`config.mk`:
```
export PLATFORM = sky130hd
export DESIGN_NAME = pps_tick_sampler
export DESIGN_NICKNAME = d
export VERILOG_FILES = /design/src/rtl/pps_pkg.sv /design/src/rtl/pps_edge_strobe.sv /design/src/rtl/tick_free_counter.sv /design/src/rtl/pps_sample_diff.sv /design/src/rtl/pps_tick_sampler.sv
export SDC_FILE = /design/constraint.sdc
export NUM_CORES = 1
export LEC_CHECK = 0
export BUFFER_PORTS_ARGS = -buffer_cell sky130_fd_sc_hd__buf_2
export CAP_MARGIN = 20
export CORE_UTILIZATION = 45
export CTS_CLUSTER_SIZE = 40
export DETAILED_ROUTE_END_ITERATION = 6
export PLACE_DENSITY = 0.66
export RECOVER_POWER = 25
export SLEW_MARGIN = 40
export SYNTH_ARGS = -nofsm -noshare
export SYNTH_HDL_FRONTEND = slang
export SYNTH_SLANG_ARGS = --single-unit
```
`constraint.sdc`:
```
create_clock -name clk -period 2.89 [get_ports clk]
set_clock_uncertainty 0.1 [all_clocks]
set_input_delay 0.578 -clock clk [delete_from_list [all_inputs] [get_ports clk]]
set_output_delay 0.578 -clock clk [all_outputs]
set_load 0.01 [all_outputs]
```
`src/rtl/pps_pkg.sv`:
```
package pps_pkg;
  localparam int unsigned DEF_CNT_W   = 5;
  localparam int unsigned DEF_ERR_W   = 8;
  localparam int unsigned DEF_NOMINAL = 5_000_000;
  localparam int unsigned DEF_SYNC    = 2;
endpackage

```
`src/rtl/pps_edge_strobe.sv`:
```
module pps_edge_strobe #(
  parameter int unsigned SYNC_STAGES = pps_pkg::DEF_SYNC
) (
  input  logic clk,
  input  logic rst,
  input  logic pps_i,
  output logic strobe_o
);
  localparam int unsigned LAST = SYNC_STAGES - 1;

  logic [SYNC_STAGES-1:0] sync_q;
  logic                   dly_q;
  logic                   strobe_q;

  // metastability chain
  generate
    if (SYNC_STAGES > 1) begin : g_chain
      always_ff @(posedge clk) begin
        if (rst) sync_q <= '0;
        else     sync_q <= {sync_q[SYNC_STAGES-2:0], pps_i};
      end
    end else begin : g_single
      always_ff @(posedge clk) begin
        if (rst) sync_q <= '0;
        else     sync_q <= pps_i;
      end
    end
  endgenerate

  // edge detector: one delay flop plus a registered strobe
  always_ff @(posedge clk) begin
    if (rst) begin
      dly_q    <= 1'b0;
      strobe_q <= 1'b0;
    end else begin
      dly_q    <= sync_q[LAST];
      strobe_q <= sync_q[LAST] & ~dly_q;
    end
  end

  assign strobe_o = strobe_q;

  // strobe never lasts two cycles
  p_single_strobe_r3: assert property (@(posedge clk) disable iff (rst)
    strobe_q |=> !strobe_q);

  // a strobe is always preceded by a synchronized high level
  p_strobe_follows_sync_r2: assert property (@(posedge clk) disable iff (rst)
    strobe_q |-> $past(sync_q[LAST]));
endmodule

```
`src/rtl/tick_free_counter.sv`:
```
module tick_free_counter #(
  parameter int unsigned CNT_W = pps_pkg::DEF_CNT_W
) (
  input  logic             clk,
  input  logic             rst,
  output logic [CNT_W-1:0] cnt_o
);
  logic [CNT_W-1:0] cnt_q;

  // deliberately no reset: power-up value is irrelevant to the result
  always_ff @(posedge clk) begin
    cnt_q <= cnt_q + 1'b1;
  end

  assign cnt_o = cnt_q;

  // keeps stepping by one; rst only masks the check at start-up
  p_free_run_r1: assert property (@(posedge clk) disable iff (rst)
    cnt_q == CNT_W'($past(cnt_q) + 1'b1));
endmodule

```
`src/rtl/pps_sample_diff.sv`:
```
module pps_sample_diff #(
  parameter int unsigned CNT_W   = pps_pkg::DEF_CNT_W,
  parameter int unsigned ERR_W   = pps_pkg::DEF_ERR_W,
  parameter int unsigned NOMINAL = pps_pkg::DEF_NOMINAL
) (
  input  logic             clk,
  input  logic             rst,
  input  logic             cap_i,
  input  logic             ack_i,
  input  logic [CNT_W-1:0] cnt_i,
  output logic [CNT_W-1:0] sample_o,
  output logic [ERR_W-1:0] err_o,
  output logic             new_o,
  output logic             ovr_o
);
  localparam logic [CNT_W-1:0] NOM_RES = CNT_W'(NOMINAL % (2 ** CNT_W));

  logic [CNT_W-1:0] sample_q;
  logic [CNT_W-1:0] prev_q;
  logic [CNT_W-1:0] delta;
  logic [CNT_W-1:0] err_raw;
  logic [ERR_W-1:0] err_ext;
  logic [ERR_W-1:0] err_q;
  logic             primed_q;
  logic             new_q;
  logic             ovr_q;

  assign delta   = cnt_i - prev_q;
  assign err_raw = delta - NOM_RES;

  generate
    if (ERR_W > CNT_W) begin : g_sext
      assign err_ext = {{(ERR_W-CNT_W){err_raw[CNT_W-1]}}, err_raw};
    end else begin : g_trunc
      assign err_ext = err_raw[ERR_W-1:0];
    end
  endgenerate

  // raw snapshot: data only, no reset needed
  always_ff @(posedge clk) begin
    if (cap_i) sample_q <= cnt_i;
  end

  always_ff @(posedge clk) begin
    if (rst) begin
      prev_q   <= '0;
      primed_q <= 1'b0;
      err_q    <= '0;
      new_q    <= 1'b0;
      ovr_q    <= 1'b0;
    end else begin
      if (cap_i) begin
        prev_q   <= cnt_i;
        primed_q <= 1'b1;
        if (primed_q) err_q <= err_ext;
      end
      // set has priority over acknowledge
      if (cap_i && primed_q)  new_q <= 1'b1;
      else if (ack_i)         new_q <= 1'b0;
      if (cap_i && primed_q && new_q && !ack_i) ovr_q <= 1'b1;
      else if (ack_i)                           ovr_q <= 1'b0;
    end
  end

  assign sample_o = sample_q;
  assign err_o    = err_q;
  assign new_o    = new_q;
  assign ovr_o    = ovr_q;

  // a primed snapshot always raises the flag
  p_flag_set_r6: assert property (@(posedge clk) disable iff (rst)
    (cap_i && primed_q) |=> new_q);
  // acknowledge without a snapshot clears the flag
  p_ack_clears_r6: assert property (@(posedge clk) disable iff (rst)
    (ack_i && !cap_i) |=> !new_q);
  // collision keeps the flag
  p_set_wins_r7: assert property (@(posedge clk) disable iff (rst)
    (cap_i && primed_q && ack_i) |=> new_q);
  // unread result replaced
  p_overrun_r8: assert property (@(posedge clk) disable iff (rst)
    (cap_i && new_q && !ack_i) |=> ovr_q);
  // the priming snapshot raises nothing
  p_prime_quiet_r5: assert property (@(posedge clk) disable iff (rst)
    (cap_i && !primed_q) |=> (!new_q && $stable(err_q)));
  // error only moves on a snapshot
  p_err_hold_r4: assert property (@(posedge clk) disable iff (rst)
    !cap_i |=> $stable(err_q));
  // overrun never stands without a pending result
  p_ovr_implies_new_r8: assert property (@(posedge clk) disable iff (rst)
    ovr_q |-> new_q);
endmodule

```
`src/rtl/pps_tick_sampler.sv`:
```
module pps_tick_sampler #(
  parameter int unsigned CNT_W       = pps_pkg::DEF_CNT_W,
  parameter int unsigned ERR_W       = pps_pkg::DEF_ERR_W,
  parameter int unsigned NOMINAL     = pps_pkg::DEF_NOMINAL,
  parameter int unsigned SYNC_STAGES = pps_pkg::DEF_SYNC
) (
  input  logic             clk,
  input  logic             rst,
  input  logic             pps_in,
  input  logic             ack_in,
  output logic [CNT_W-1:0] sample_o,
  output logic [ERR_W-1:0] err_o,
  output logic             new_o,
  output logic             overrun_o
);
  logic             strobe;
  logic [CNT_W-1:0] ticks;

  pps_edge_strobe #(.SYNC_STAGES(SYNC_STAGES)) u_strobe (
    .clk      (clk),
    .rst      (rst),
    .pps_i    (pps_in),
    .strobe_o (strobe)
  );

  tick_free_counter #(.CNT_W(CNT_W)) u_count (
    .clk   (clk),
    .rst   (rst),
    .cnt_o (ticks)
  );

  pps_sample_diff #(
    .CNT_W   (CNT_W),
    .ERR_W   (ERR_W),
    .NOMINAL (NOMINAL)
  ) u_diff (
    .clk      (clk),
    .rst      (rst),
    .cap_i    (strobe),
    .ack_i    (ack_in),
    .cnt_i    (ticks),
    .sample_o (sample_o),
    .err_o    (err_o),
    .new_o    (new_o),
    .ovr_o    (overrun_o)
  );
endmodule

```
==> metrics.md <==
| Metric | Value |
|---|---|
| Outcome | `finished, final reports clean` |
| Synthesized Nets | `104` |
| Die Height | `51.1 µm` |
| Buffer count from post-CTS setup fixing | `0` |
| Largest net degree at the start of global routing | `21` |
| H-Tree Depth | `1` |
| Clock Sink Count | `27` |
| Maximum clock rate | `563 MHz` |
| Crit-path cells | `inv_1 > ha_1 > inv_1 > fa_1 > nand3_1 > a2111oi_2 > a311o_1` |
| Maximum vdd drop | `311 µV` |
| Filler instances | `214` |
| Total Power | `0.553 mW` |
| Critical path startpoint category | `flip-flop` |
| Yosys top cell area share | `40.6%` |
| DR WL/cell | `11.3 µm` |
| GP Congestion | `0.729` |
| # nets final | `120` |
| First drt pass iteration count | `4` |
| Mapped Cells | `94` |
| TritonCTS buffer count | `3` |
| Warnings, synthesis | `0` |
| Cts hold-fix bufs | `0` |
| Share of layout cells above drive strength 1 | `21.1%` |
| Core box area | `0.00223 mm²` |
| Antenna viol nets, final | `0` |
| Max Cap Violations | `0` |
| Slew Limit Headroom | `44.3%` |
| Port Buffer Count | `18` |
| Crit-path leading delay family | `adder cells` |
| CTS clk-pin slew, worst paths | `0.13 ns` |
| CTS tree | `built` |
| RSZ-0062 raised after global routing | `false` |
| Slew @ Worst Pin | `0.835 ns` |
| Die ar. | `0.00261 mm²` |
| CTS Buffer Depth | `2` |
| ANT cells | `0` |
| CTS root buf | `clkbuf_4` |
| Avg Cell Area, Syn | `11.5 µm²` |
| Vias per inst | `4.87` |
| GRT Util Overall | `13.9%` |
| Initial DRC count | `6` |
| Most common cell on crit path | `inv_1` |
| # rows | `17` |
| Synth-to-layout area growth | `7.97%` |
| Final HPWL DP | `1140 µm` |
| Worst skew pair latency | `0.30 ns` |
| Worst hold path type | `reg2reg` |
| Final WS setup | `1.11 ns` |
| Hold Crit Start | `u_strobe.dly_q` |
| Reg area | `591 µm²` |
| Number of global-route vias before repair | `631` |
| Post-synthesis cell type count | `28` |
| Setup CP Type | `reg2reg` |
| Resized Gates After CTS | `0` |
| Sequential fraction of the synthesis area | `54.5%` |
| Cell taking the most area after synthesis | `dfxtp_1` |
| WP buf/inv | `2` |
| Grt ovf | `0` |
| DRC Markers | `0` |
| Power per standard cell area | `473 mW/mm²` |
| Ports | `19` |
| WL final | `1550 µm` |
| Routed via count | `667` |
| Fin crit period | `1.78 ns` |
| Pre-CTS WS | `1.14 ns` |
| Crit path DAT | `1.88 ns` |
| Worst hold endpoint | `u_strobe.strobe_o` |
| Top cells by area, synth | `dfxtp_1, edfxtp_1, ha_1, mux2i_1, xnor2_1` |
| Initial Util | `48.5%` |
| Tcrit/Tclk final | `61.5%` |
| Setup TNS | `0 ns` |
| Worst r2r src | `u_count.cnt_o[0]` |
| Crit-path slowest cell | `fa_1` |
| FF-to-FF path depth | `7` |
| Slowest cell delay on critical path | `0.40 ns` |
| Worst Path Max Fanout | `5` |
| CP required | `3.00 ns` |
| R2r endpoint | `u_diff.err_o[4]` |
| Pins over their slew limit | `0` |
| Global-route wire length before repair | `2690 µm` |
| Final Hold Fails | `0` |
| Initial antenna violation count | `0` |
| Crit. End Element | `flip-flop` |
| Synthesized area | `0.00108 mm²` |
| Final Setup Violations | `0` |
| Worst reg2reg setup slack | `1.11 ns` |
| Area of the multi-input gates | `410 µm²` |
| LEAKAGE | `0.445 nW` |
| Seq cells post-synth | `27` |
| Cells on Worst Hold Path | `1` |
| Die width | `51.1 µm` |
-- power breakdown --
| part | switching (mW) | internal, mW | total, mW |
|---|---|---|---|
| registers | 0.00285 | 0.387 | 0.389 |
| clock network | 0.0969 | 0.0538 | 0.151 |
| logic | 0.00736 | 0.00535 | 0.0127 |
| total | 0.107 | 0.446 | 0.553 |
-- cell type report --
| class | instances | area share, % |
|---|---|---|
| Clock buffer | 4 | 2.25 |
| Sequential cell | 27 | 50.5 |
| Inverter | 5 | 1.60 |
| Multi-Input combinational cell | 55 | 35.1 |
| Tap cell | 28 | 2.99 |
| Timing Repair Buffer | 18 | 7.59 |
-- cell families (layout without fill, tap and decap cells) --
group           Yosys count  count (layout)  share of synthesized area [%]
xor+xnor                  5               5                           4.04
flops                    27              27                           54.5
fa+ha+maj                 6               6                           7.62
compound gates           10              10                           7.04
buf+inv                  12              27                           7.62
mux                       5               5                           4.62
simple gates             29              29                           14.5
-- synthesized netlist by cell type --
library cell   n
clkbuf_1       1
edfxtp_1       5
nor3b_2        1
buf_4          3
buf_6          2
a211oi_1       2
nor3b_1        1
nand2_1        3
nand4_1        1
a311o_1        1
nor3_1         1
a2111o_1       1
a2111oi_2      1
a21oi_1        5
xnor2_1        4
and2_4         1
nand3_1        4
xor2_1         1
nor2b_1        5
fa_1           1
inv_1          5
nand3b_1       2
nand2b_1       1
buf_8          1
nor2_1         9
dfxtp_1       22
mux2i_1        5
ha_1           5
-- sequential cells by signal (all words and copies together) (netlist names) --
name,count
u_count.cnt_o,5
u_diff.err_o,5
u_diff.new_o,1
u_diff.ovr_o,1
u_diff.prev_q,5
u_diff.primed_q,1
u_diff.sample_o,5
u_strobe.dly_q,1
u_strobe.strobe_o,1
u_strobe.sync_q,2
-- cell usage in the layout (no fill, tap or decap) --
cell,n
a211oi_1,2
nor3b_2,1
inv_1,5
nor2b_1,5
xnor2_1,4
nand4_1,1
clkbuf_1,2
nand2_1,3
and2_4,1
nor3b_1,1
a2111o_1,1
ha_1,5
a311o_1,1
clkbuf_4,3
dfxtp_1,22
nand2b_1,1
xor2_1,1
nand3_1,4
nand3b_1,2
edfxtp_1,5
buf_2,17
fa_1,1
nor3_1,1
mux2i_1,5
a2111oi_2,1
nor2_1,9
a21oi_1,5
-- routing by layer --
metal | GRT usage [%] | wire length [µm] | share of wire (%)
met5 | 0 | 0 | 0
met4 | 6.48 | 12 | 0.78
met3 | 2.98 | 60 | 3.9
met2 | 21.1 | 676 | 44
met1 | 18.8 | 797 | 52
-- worst max path at each step --
stage                      from              end  slack (ns)  depth (start not counted)
4_1_cts        u_count.cnt_o[0]  u_diff.err_o[4]        1.12                          7
3_3_place_gp   u_count.cnt_o[0]  u_diff.err_o[4]        1.20                          7
2_1_floorplan  u_count.cnt_o[0]  u_diff.err_o[4]        1.26                          7
5_1_grt        u_count.cnt_o[0]  u_diff.err_o[4]        1.01                          7
6_report       u_count.cnt_o[0]  u_diff.err_o[4]        1.11                          7
3_5_place_dp   u_count.cnt_o[0]  u_diff.err_o[4]        1.14                          7
-- per-stage QoR --
step | hold slack, ns | cell area [µm²] | util, % | instances
floorplan | 0.267 | 1080 | - | 94
global placement | 0.273 | 1140 | 51.3 | 133
detailed placement | 0.285 | 1140 | 51.3 | 133
CTS | 0.304 | 1170 | 52.4 | 137
global route | 0.312 | 1170 | 52.4 | 137
finish | 0.300 | 1170 | 52.4 | 137
No activity file was read; power rests on OpenSTA's default activity.
